## src/rtl/dacseq_pkg.sv

```systemverilog
package dacseq_pkg;

  typedef enum logic [1:0] {
    KIND_WRITE = 2'd0,
    KIND_LOAD  = 2'd1,
    KIND_CLEAR = 2'd2,
    KIND_WRLD  = 2'd3
  } req_kind_e;

  typedef enum logic [2:0] {
    ST_IDLE,
    ST_SETUP,
    ST_STROBE,
    ST_TAIL,
    ST_LOAD,
    ST_CLEAR
  } seq_state_e;

endpackage

```

## src/rtl/dacseq_fmt.sv

```systemverilog
module dacseq_fmt #(
  parameter int DW = 13
) (
  input  logic [DW-1:0] twos_i,
  output logic [DW-1:0] offs_o
);
  // Adding half of full scale modulo 2^DW flips the sign bit only.
  assign offs_o = {~twos_i[DW-1], twos_i[DW-2:0]};
endmodule

```

## src/rtl/dacseq_timer.sv

```systemverilog
module dacseq_timer #(
  parameter int CW = 8
) (
  input  logic          clk,
  input  logic          rst,
  input  logic          start_i,
  input  logic [CW-1:0] len_i,
  output logic          zero_o
);
  logic [CW-1:0] cnt_q;

  // A programmed length of zero still yields one cycle.
  always_ff @(posedge clk) begin
    if (rst) begin
      cnt_q <= '0;
    end else if (start_i) begin
      cnt_q <= (len_i == '0) ? '0 : len_i - 1'b1;
    end else if (cnt_q != '0) begin
      cnt_q <= cnt_q - 1'b1;
    end
  end

  assign zero_o = (cnt_q == '0);
endmodule

```

## src/rtl/dacseq_top.sv

```systemverilog
module dacseq_top #(
  parameter int DATA_W   = 13,
  parameter int CHANNELS = 8,
  parameter int CNT_W    = 8
) (
  input  logic                          clk,
  input  logic                          rst,
  input  logic                          req_valid,
  output logic                          req_ready,
  input  logic [1:0]                    req_kind,
  input  logic [$clog2(CHANNELS)-1:0]   req_chan,
  input  logic [DATA_W-1:0]             req_value,
  input  logic [CHANNELS/2-1:0]         req_mask,
  input  logic [CNT_W-1:0]              cfg_wr_cyc,
  input  logic [CNT_W-1:0]              cfg_setup_cyc,
  input  logic [CNT_W-1:0]              cfg_ld_cyc,
  input  logic [CNT_W-1:0]              cfg_clr_cyc,
  output logic                          bus_cs_n,
  output logic                          bus_wr_n,
  output logic [$clog2(CHANNELS)-1:0]   bus_addr,
  output logic [DATA_W-1:0]             bus_data,
  output logic [CHANNELS/2-1:0]         bus_ld_n,
  output logic                          bus_clr_n
);
  import dacseq_pkg::*;

  localparam int CH_W  = $clog2(CHANNELS);
  localparam int PAIRS = CHANNELS / 2;
  localparam logic [DATA_W-1:0] HALF = DATA_W'(1) << (DATA_W - 1);

  seq_state_e        state_q;
  req_kind_e         kind_q;
  logic [PAIRS-1:0]  mask_q;
  logic              cs_n_q, wr_n_q, clr_n_q;
  logic [PAIRS-1:0]  ld_n_q;
  logic [CH_W-1:0]   addr_q;
  logic [DATA_W-1:0] data_q;
  logic [DATA_W-1:0] fmt_val;

  logic              tmr_start, tmr_zero;
  logic [CNT_W-1:0]  tmr_len, strobe_len, tail_len;

  dacseq_fmt #(.DW(DATA_W)) u_fmt (
    .twos_i (req_value),
    .offs_o (fmt_val)
  );

  dacseq_timer #(.CW(CNT_W)) u_tmr (
    .clk     (clk),
    .rst     (rst),
    .start_i (tmr_start),
    .len_i   (tmr_len),
    .zero_o  (tmr_zero)
  );

  // Strobe low time must cover both the write width and the data setup.
  assign strobe_len = (cfg_wr_cyc > cfg_setup_cyc) ? cfg_wr_cyc : cfg_setup_cyc;
  assign tail_len   = (kind_q == KIND_WRLD) ? cfg_ld_cyc : CNT_W'(1);

  always_comb begin
    tmr_start = 1'b0;
    tmr_len   = '0;
    case (state_q)
      ST_IDLE: begin
        if (req_valid) begin
          tmr_start = (req_kind == KIND_LOAD) || (req_kind == KIND_CLEAR);
          tmr_len   = (req_kind == KIND_CLEAR) ? cfg_clr_cyc : cfg_ld_cyc;
        end
      end
      ST_SETUP: begin
        tmr_start = 1'b1;
        tmr_len   = strobe_len;
      end
      ST_STROBE: begin
        tmr_start = tmr_zero;
        tmr_len   = tail_len;
      end
      default: ;
    endcase
  end

  always_ff @(posedge clk) begin
    if (rst) begin
      state_q <= ST_IDLE;
      kind_q  <= KIND_WRITE;
      mask_q  <= '0;
      cs_n_q  <= 1'b1;
      wr_n_q  <= 1'b1;
      clr_n_q <= 1'b1;
      ld_n_q  <= '1;
      addr_q  <= '0;
      data_q  <= '0;
    end else begin
      case (state_q)
        ST_IDLE: begin
          if (req_valid) begin
            kind_q <= req_kind_e'(req_kind);
            mask_q <= req_mask;
            case (req_kind_e'(req_kind))
              KIND_LOAD: begin
                ld_n_q  <= ~req_mask;
                state_q <= ST_LOAD;
              end
              KIND_CLEAR: begin
                clr_n_q <= 1'b0;
                state_q <= ST_CLEAR;
              end
              default: begin
                addr_q  <= req_chan;
                data_q  <= fmt_val;
                state_q <= ST_SETUP;
              end
            endcase
          end
        end
        ST_SETUP: begin
          cs_n_q  <= 1'b0;
          wr_n_q  <= 1'b0;
          if (kind_q == KIND_WRLD) ld_n_q <= ~mask_q;
          state_q <= ST_STROBE;
        end
        ST_STROBE: begin
          if (tmr_zero) begin
            cs_n_q  <= 1'b1;
            wr_n_q  <= 1'b1;
            state_q <= ST_TAIL;
          end
        end
        ST_TAIL, ST_LOAD: begin
          if (tmr_zero) begin
            ld_n_q  <= '1;
            state_q <= ST_IDLE;
          end
        end
        ST_CLEAR: begin
          if (tmr_zero) begin
            clr_n_q <= 1'b1;
            state_q <= ST_IDLE;
          end
        end
        default: state_q <= ST_IDLE;
      endcase
    end
  end

  assign req_ready = (state_q == ST_IDLE);
  assign bus_cs_n  = cs_n_q;
  assign bus_wr_n  = wr_n_q;
  assign bus_clr_n = clr_n_q;
  assign bus_ld_n  = ld_n_q;
  assign bus_addr  = addr_q;
  assign bus_data  = data_q;

  assert_accept_drops_ready_R2: assert property (@(posedge clk) disable iff (rst)
    (req_valid && req_ready) |=> !req_ready);

  assert_busy_while_strobed_R2: assert property (@(posedge clk) disable iff (rst)
    (!bus_cs_n || !bus_clr_n || (bus_ld_n != '1)) |-> !req_ready);

  assert_setup_before_fall_R3: assert property (@(posedge clk) disable iff (rst)
    $fell(bus_wr_n) |-> ($stable(bus_addr) && $stable(bus_data)));

  assert_hold_after_rise_R3: assert property (@(posedge clk) disable iff (rst)
    $rose(bus_wr_n) |=> ($stable(bus_addr) && $stable(bus_data)));

  assert_cs_tracks_wr_R4: assert property (@(posedge clk) disable iff (rst)
    bus_cs_n == bus_wr_n);

  assert_offset_binary_R5: assert property (@(posedge clk) disable iff (rst)
    (req_valid && req_ready && (req_kind == KIND_WRITE))
      |=> (bus_data == DATA_W'($past(req_value) + HALF)));

  assert_load_outlasts_write_R7: assert property (@(posedge clk) disable iff (rst)
    ($rose(bus_wr_n) && (kind_q == KIND_WRLD) && (mask_q != '0)) |-> (bus_ld_n != '1));

  assert_clear_alone_R8: assert property (@(posedge clk) disable iff (rst)
    !bus_clr_n |-> (bus_wr_n && (bus_ld_n == '1)));
endmodule

```

## config.mk

```make
export PLATFORM = sky130hd
export DESIGN_NAME = dacseq_top
export DESIGN_NICKNAME = d
export VERILOG_FILES = /design/src/rtl/dacseq_pkg.sv /design/src/rtl/dacseq_fmt.sv /design/src/rtl/dacseq_timer.sv /design/src/rtl/dacseq_top.sv
export SDC_FILE = /design/constraint.sdc
export NUM_CORES = 1
export LEC_CHECK = 0
export ABC_AREA = 1
export CAP_MARGIN = 20
export CORE_MARGIN = 3
export CORE_UTILIZATION = 47
export DETAILED_ROUTE_END_ITERATION = 10
export GPL_TIMING_DRIVEN = 1
export PLACE_DENSITY = 0.8
export SYNTH_ARGS = -nofsm -noshare
export SYNTH_HDL_FRONTEND = slang
export SYNTH_SLANG_ARGS = --single-unit
```

## constraint.sdc

```tcl
create_clock -name clk -period 2.5 [get_ports clk]
set_input_delay 0.375 -clock clk [delete_from_list [all_inputs] [get_ports clk]]
set_output_delay 0.375 -clock clk [all_outputs]
set_load 0.03 [all_outputs]
```

==> metrics.txt, run 1 <==
ranking of synthesized cells by area dfxtp_1, nand2_1, a21oi_1; Mean Syn Cell Area between 6 and 7 um2; Setup WS pre-CTS -0.434 ns; initial antenna violation count 0; max cap viols 0; Yosys reg bits 39; VDD IR max 0.551 mV; Final Setup Violations 0; Layout Cells excl Fill 578; routability cong. 0.936; Max-slew headroom 0.744; Yosys top cell by area dfxtp_1; Crit path arrival time roughly 2.6 ns; CP required between 2 and 3 ns; Post-DP Area 3770 um2; fraction of registers with async set/reset 0; Max Fclk 0.417 GHz; Syn Inst Count 395; die span in x 81.3 um; Global Route Usage Sum 0.245; antenna cells 0; # H-tree levels 2; Root Buffer clkbuf_8; DRT Wirelength 8.59 mm; met2 Usage GRT 0.423; setup ws final 0.102 ns; busiest grt layer met2; maximum clock path buffer count 2; Clock Skews between 0.007 and 0.008 ns; Fillers 343; Post-layout nets 578; Die Area between 6000 and 7000 um2; first-pass GRT wire length about 13 mm; Worst R2R Start state_q[2]; DIE HEIGHT slightly above 80 um; vias in the first global route 2883; Final min period about 2.4 ns; routed len/inst 14.9 um; vias per cell 5.37; sequential fraction of the synthesis area 0.293; layout cell share with drive strength beyond 1 0.238; Slowest Stage Delay on Critical Path 0.49 ns; initial core utilization 0.502; leakage 0.00191 uW; worst hold path type register to register; CTS tree done; top_reg_cell synth dfxtp_1; Worst Max-Slew Pin Slew between 0.3 and 0.4 ns; CTS sink cnt 39; Skew-Pair Late Insertion Delay approximately 0.30 ns; Slowest-stage cell, CP clkdlybuf4s50_1; Fin. Hold Viols 0; M1 GR Usage 0.311; post-route cell area roughly 4200 um2; total global routing overflow 0; CP Launch Type primary input; count of final max-slew check failures 0; I/O pins 81; WS Path Type primary input to register; commonest non-fill, non-tap cell in the layout nand2_1; hold path startpoint mask_q[3]; CORE AREA 5300 um2; drt first pass iters 6; TNS Setup 0 ns; most frequent cells in the layout nand2_1, clkdlybuf4s50_1, a21oi_1, dfxtp_1, inv_1; largest net degree at the start of global routing 23; syn nets 466; routed via count 3102; placed cells 564; Cell Pwr Density 926 nW/um2; initial DRC count 200; # DRC 0; status complete, no violations; Detail Placement HPWL 5.91 mm; Post-synth EDFFs 0; Layout area overhead 57.1%; worst-path fanout max 7; crit share post-route 0.959; hold-fix buffer count after cts 0; clock buffer count from CTS 5; worst hold slack 0.460 ns; Netlist cell types 42; YS warnings 0; Setup crit end kind register; Clock Pin Slew Worst Setup and Hold Paths 0.08 ns; M3 GR Usage 0.0532; area fraction of the dominant cell type after synthesis 0.293; CP most frequent cell nand2_1; cell area after synthesis between 2000 and 3000 um2; Rows 26; critical path launch point req_kind[0]; port bufs 80; CP cell instances clkdlybuf4s50_1 > inv_1 > ha_1 > buf_4 > nand2_1 > nand2_1 > nand2_1 > a21boi_0 > nand2_2 > inv_2 > ha_4 > nand3_4 > nor2_4 > nor2_8 > nand3_2 > a21oi_2; Antenna Violating Nets Remaining 0
kinds of logic after synthesis:
family                   synth area share
flip-flops                          0.293
XOR/XNOR                           0.0132
AO/OA/AOI/OAI                       0.200
buffers and inverters              0.0907
adder cells (fa/ha/maj)            0.0658
AND/OR/NAND/NOR                     0.337
per-layer routing:
metal  wire length (um)  vias up
li1                   -     1525
met1               3620     1431
met2               4220      127
met3                582       19
met4                159        0
met5                  0        -
sequential cells by signal, indices dropped and copies added (netlist names):
register / cells
bus_wr_n: 1
state_q: 3
u_tmr.cnt_q: 8
bus_data: 13
kind_q: 2
mask_q: 4
bus_ld_n: 4
bus_addr: 3
bus_clr_n: 1
power by group:
part / internal, uW / switching (uW)
logic: 992 / 1440
clock network: 301 / 243
registers: 782 / 120
stage by stage:
step            util  total power, uW
3_3_place_gp   0.711             2990
4_1_cts        0.747             3630
5_1_grt        0.789             4150
6_report       0.789             3870
2_1_floorplan      -             2370
3_5_place_dp   0.711             3040
critical path, delay by kind of cell:
kind	cells	cell delay, ns
adder cells (fa/ha/maj)	2	0.36
AND/OR/NAND/NOR	8	0.69
AO/OA/AOI/OAI	2	0.34
buffers and inverters	4	0.81
worst paths after layout:
check                           slack (ns)  cells past startpoint             end
worst min-delay path                  0.46                      2       mask_q[3]
worst max register to register        0.29                     13  u_tmr.cnt_q[3]
worst min register to register        0.46                      2       mask_q[3]
worst max-delay path                  0.10                     16  u_tmr.cnt_q[3]
Yosys cell counts (2+ instances only):
library cell  count
a21o_1            2
a21oi_1          54
a21oi_2           3
buf_2             2
buf_4             2
clkbuf_1          8
dfxtp_1          39
ha_1             14
inv_1            44
inv_2             3
nand2_1          83
nand2_2           3
nand2_4           3
nand3_1          31
nand3_2           4
nand4_1           3
nor2_1           31
nor2_2            2
nor2_4            5
nor3_1            3
o211ai_1          2
o21ai_0          29
o21ai_2           2
or2_2             3
xor2_1            3
final cells by class:
| cell class | instances | area, um2 | area share |
|---|---|---|---|
| inverters | 49 | 186 | 0.0446 |
| clock buffers | 5 | 68.8 | 0.0165 |
| clock inverters | 3 | 46.3 | 0.0111 |
| multi-input cells | 295 | 1860 | 0.444 |
| flip-flops and latches | 39 | 781 | 0.187 |
| repair buffers | 117 | 1160 | 0.276 |
| well taps | 70 | 87.6 | 0.0209 |
what timing repair did:
item | 4_1_cts | 5_1_grt
buffers inserted | 3 | 3
setup endpoints to repair | 8 | 8
pin swaps | 6 | 21
gates resized for setup | 13 | 55
Power figures use the tool's default switching activity.
==> inputs of run 2 (changes only) <==
--- a/config.mk
+++ b/config.mk
@@ -7,7 +7,7 @@
 export LEC_CHECK = 0
 export ABC_AREA = 1
 export CAP_MARGIN = 20
-export CORE_MARGIN = 3
+export CORE_MARGIN = 1
 export CORE_UTILIZATION = 47
 export DETAILED_ROUTE_END_ITERATION = 10
 export GPL_TIMING_DRIVEN = 1
==> metrics.txt, run 2 (synthesis results as in run 1) <==
status complete, no violations; maximum clock path buffer count 2; Clock Pin Slew Worst Setup and Hold Paths 0.08 ns; Skew-Pair Late Insertion Delay 0.30 ns; Setup crit end kind register; CP most frequent cell nand2_1; drt first pass iters 5; Slowest-stage cell, CP clkdlybuf4s50_1; Final min period 2.37 ns; post-route cell area 4110 um2; initial DRC count 247; TNS Setup 0 ns; initial core utilization 0.487; worst-path fanout max 7; worst hold slack 0.462 ns; crit share post-route 0.949; vias in the first global route 2913; placed cells 569; Clock Skews slightly above 0.005 ns; Post-DP Area about 3800 um2; DRT Wirelength 8.19 mm; Max-slew headroom 0.734; antenna cells 0; vias per cell approximately 5.3; WS Path Type primary input to register; Die Area 5970 um2; clock buffer count from CTS 5; leakage 0.00190 uW; Worst Max-Slew Pin Slew 0.399 ns; CTS sink cnt 39; Crit path arrival time 2.57 ns; DIE HEIGHT slightly below 80 um; routed via count between 3000 and 4000; area of the multi-input gates 1790 um2; CTS tree done; Antenna Violating Nets Remaining 0; Slowest Stage Delay on Critical Path 0.49 ns; Fin. Hold Viols 0; largest net degree at the start of global routing 23; CP cell instances clkdlybuf4s50_1 > ha_1 > inv_1 > nand2_1 > nand2_1 > nand2_2 > nand2_2 > nand2_2 > nand2_4 > nand2_4 > buf_4 > nand2_1 > nand3_1 > nand2_1 > inv_1 > nand3_4 > nor2_4 > nor3_2 > o21a_1; Largest register FFs 13; initial antenna violation count 0; VDD IR max 0.518 mV; count of final max-slew check failures 0; Fillers 416; routed len/inst 14.0 um; total global routing overflow 0; Layout area overhead 54.3%; I/O pins roughly 80; CP Launch Type primary input; Max Fclk 0.422 GHz; routability cong. approximately 0.9; port bufs 80; # DRC 0; CP bufs+invs 4; Rows 27; Detail Placement HPWL 5.78 mm; Layout Cells excl Fill 584; Crit path max-delay family simple AND/OR/NAND/NOR gates; # H-tree levels 2; max cap viols 0; Global Route Usage Sum 0.264; Post-layout nets 582; Root Buffer clkbuf_8; die span in x a little under 80 um; most frequent cells in the layout nand2_1, clkdlybuf4s50_1, a21oi_1, dfxtp_1, buf_4; Cell Pwr Density 894 nW/um2; first-pass GRT wire length ~13 mm; layout cell share with drive strength beyond 1 0.227; worst hold path type register to register; Final Setup Violations 0; CP required 2.70 ns; hold-fix buffer count after cts 0; CORE AREA roughly 5500 um2; commonest non-fill, non-tap cell in the layout nand2_1; Reg area slightly below 800 um2; Total Power between 3000 and 4000 uW
run 2: cell types whose count changed in the layout (fill, tap and decap cells not counted), sizes merged:
cell,previous run,this run
buf,37,41
bufinv,1,0
clkdlybuf4s50,64,65
clkinv,1,2
clkinvlp,1,2
dlygate4sd2,1,0
inv,49,48
run 2: final cells by class:
type / instances / share of cell area
multi-input combinational: 295 / 0.436
timing repair buffer: 121 / 0.285
sequential: 39 / 0.190
inverter: 49 / 0.0454
tap: 72 / 0.0219
clock buffer: 5 / 0.0167
clock inverter: 3 / 0.00487
run 2: layer usage:
layer	GRT usage	up-vias	share of wire
met1	0.326	1415	0.42
met5	0	-	0
li1	-	1536	-
met3	0.0512	17	0.070
met4	0.0604	0	0.016
met2	0.468	137	0.49
run 2: worst paths after layout:
kind | from | to | slack (ns) | depth (start not counted)
max | cfg_setup_cyc[0] | u_tmr.cnt_q[1] | 0.13 | 19
min | bus_data[0] | bus_data[0] | 0.46 | 2
max reg2reg | state_q[2] | u_tmr.cnt_q[5] | 0.42 | 9
min reg2reg | bus_data[0] | bus_data[0] | 0.46 | 2
run 2: timing repair:
| item | 4_1_cts | 5_1_grt |
|---|---|---|
| resized for setup | 12 | 42 |
| buffers inserted | 4 | 3 |
| endpoints found under the setup margin | 8 | 8 |
| pin swaps | 9 | 19 |
run 2: power by group:
| part | switching, uW | leakage (uW) | internal, uW | total [uW] |
|---|---|---|---|---|
| Combinational | 1370 | 0.00154 | 965 | 2340 |
| Sequential | 122 | 0.000320 | 782 | 904 |
| Clock | 237 | 0.0000402 | 194 | 431 |
| Total | 1730 | 0.00190 | 1940 | 3670 |
run 2: stage by stage:
step / setup WS (ns) / util
detailed placement: -0.398 / 0.691
floorplan: 0.227 / -
global route: -0.0366 / 0.751
global placement: -0.304 / 0.691
CTS: 0.00136 / 0.723
finish: 0.128 / 0.751
run 2: tightest hold or removal path, stage by stage, from the launching register on:
cell and delay, ns:
dfxtp_1 0.31, nand2_1 0.06, a21oi_1 0.05
==> inputs of run 3 (changes only) <==
--- a/config.mk
+++ b/config.mk
@@ -6,12 +6,12 @@
 export NUM_CORES = 1
 export LEC_CHECK = 0
 export ABC_AREA = 1
-export CAP_MARGIN = 20
+export CAP_MARGIN = 15
 export CORE_MARGIN = 1
 export CORE_UTILIZATION = 47
 export DETAILED_ROUTE_END_ITERATION = 10
-export GPL_TIMING_DRIVEN = 1
-export PLACE_DENSITY = 0.8
+export GPL_TIMING_DRIVEN = 0
+export PLACE_DENSITY_LB_ADDON = 0.1
 export SYNTH_ARGS = -nofsm -noshare
 export SYNTH_HDL_FRONTEND = slang
 export SYNTH_SLANG_ARGS = --single-unit
==> metrics.txt, run 3 (synthesis results as in run 1) <==
status complete, no violations; routed via count about 3000; port bufs 80; area of the multi-input gates 1830 um2; CORE AREA 5470 um2; FF-to-FF setup slack 0.20 ns; worst hold slack 0.460 ns; Worst R2R Path Depth 12; initial antenna violation count 0; # DRC 0; # H-tree levels 2; I/O pins 81; RSZ-0062 raised after global routing yes; worst hold path type register to register; routability cong. 0.848; post-route cell area 4040 um2; die span in x 77.3 um; CP cell instances clkdlybuf4s50_1 > ha_2 > inv_1 > nand2_1 > nand2_1 > nand2_1 > nand2_1 > nand2_2 > nand2_4 > buf_4 > a21oi_2 > nor2_2 > nor2_2 > buf_4 > nand3_4 > nor2_4 > nor2_8 > nand2_1 > a21oi_1; initial DRC count 131; Fin. Hold Viols 0; Layout area overhead 51.7%; CP most frequent cell nand2_1; Die Area 5970 um2; Post-layout nets 572; Antenna Violating Nets Remaining 0; Slowest Stage Delay on Critical Path around 0.48 ns; CP Launch Type primary input; Reg2Reg Capture Point u_tmr.cnt_q[6]; DRT Wirelength 7.84 mm; total global routing overflow 0; Detail Placement HPWL 5.31 mm; CP required 2.67 ns; max cap viols 0; CTS tree done; Largest register FFs 13; maximum clock path buffer count 2; Fillers 453; Slowest-stage cell, CP clkdlybuf4s50_1; Crit path arrival time 2.58 ns; initial core utilization 0.487; routed len/inst 13.7 um; Max-slew headroom 0.647; drt first pass iters 5; Crit path max-delay family simple AND/OR/NAND/NOR gates; Reg area between 700 and 800 um2; hold path startpoint mask_q[3]; leakage 0.00182 uW; largest net degree at the start of global routing 14; CTS sink cnt 39; layout cell share with drive strength beyond 1 0.201; clock buffer count from CTS 5; VDD IR max 0.589 mV; antenna cells 0; Rows 27; Max Fclk 0.415 GHz; Global Route Usage Sum 0.249; worst-path fanout max 7; sink of the worst hold path mask_q[3]; DIE HEIGHT 77.3 um; Skew-Pair Late Insertion Delay 0.29 ns; Post-DP Area 3550 um2; crit share post-route 0.964; worst hold path stage count 2; Worst Max-Slew Pin Slew 0.529 ns; WS Path Type primary input to register; Final min period 2.41 ns; Clock Pin Slew Worst Setup and Hold Paths 0.08 ns; first-pass GRT wire length ~12 mm; most frequent cells in the layout nand2_1, clkdlybuf4s50_1, a21oi_1, dfxtp_1, inv_1; Cell Pwr Density 939 nW/um2; CP bufs+invs 4; Setup crit end kind register; commonest non-fill, non-tap cell in the layout nand2_1; Clock Skews 0.0130 ns; count of final max-slew check failures 0; Worst R2R Start state_q[0]; Root Buffer clkbuf_8; Final Setup Violations 0; vias in the first global route between 2000 and 3000; vias per cell 5.36
[run 3: changes by cell type in the layout (fill, tap and decap cells not counted), moves of 3 or more]
cell | before | now
buf_4 | 39 | 20
a21oi_2 | 4 | 7
clkbuf_1 | 0 | 8
a21oi_1 | 53 | 50
[run 3: power by group]
| group | leakage [uW] | total, uW | internal [uW] | switching, uW |
|---|---|---|---|---|
| sequential | 0.000320 | 894 | 782 | 113 |
| clock | 0.0000581 | 528 | 297 | 230 |
| combinational | 0.00145 | 2370 | 962 | 1410 |
| total | 0.00182 | 3790 | 2040 | 1750 |
[run 3: per-layer routing]
metal	global-route usage	up-vias	wire length (um)
li1	-	1516	-
met1	0.288	1412	3160
met2	0.444	124	3930
met3	0.0583	22	564
met4	0.0849	0	180
met5	0	-	0
[run 3: cell type report]
| class | count | share of cell area |
|---|---|---|
| Inverter | 49 | 0.0468 |
| Buffer | 12 | 0.0136 |
| Tap cell | 72 | 0.0223 |
| Sequential cell | 39 | 0.193 |
| Timing Repair Buffer | 99 | 0.243 |
| Clock buffer | 5 | 0.0170 |
| Multi-Input combinational cell | 295 | 0.453 |
| Clock inverter | 3 | 0.0108 |
[run 3: worst max path at each step]
stage,startpoint,endpoint,slack (ns),depth (start not counted)
3_3_place_gp,cfg_setup_cyc[5],u_tmr.cnt_q[1],-0.49,17
5_1_grt,cfg_setup_cyc[0],u_tmr.cnt_q[6],-0.09,20
4_1_cts,cfg_setup_cyc[3],u_tmr.cnt_q[1],-0.002,19
2_1_floorplan,cfg_setup_cyc[7],u_tmr.cnt_q[1],0.23,15
3_5_place_dp,cfg_setup_cyc[5],u_tmr.cnt_q[1],-0.55,17
6_report,cfg_setup_cyc[0],u_tmr.cnt_q[6],0.09,19
[run 3: through the flow]
step / setup TNS, ns / power [uW] / setup WS (ns) / instances / util
after global placement: -3.54 / 2890 / -0.486 / 547 / 0.649
after detailed placement: -4.07 / 2930 / -0.546 / 547 / 0.649
final: 0 / 3790 / 0.0891 / 574 / 0.738
after CTS: -0.00214 / 3570 / -0.00214 / 566 / 0.696
after global routing: -0.290 / 4070 / -0.0866 / 574 / 0.738
after floorplan: 0 / 2370 / 0.227 / 395 / -
[run 3: what timing repair did]
action                     4_1_cts  5_1_grt
gates resized for setup         17       44
setup buffers                   11        8
hold buffers                     0        0
pin swaps                        9       19
setup endpoints to repair        8        8
[run 3: tightest hold or removal path: stages, from the launching register on]
cell	delay, ns
dfxtp_1	0.30
inv_1	0.06
a21oi_1	0.06
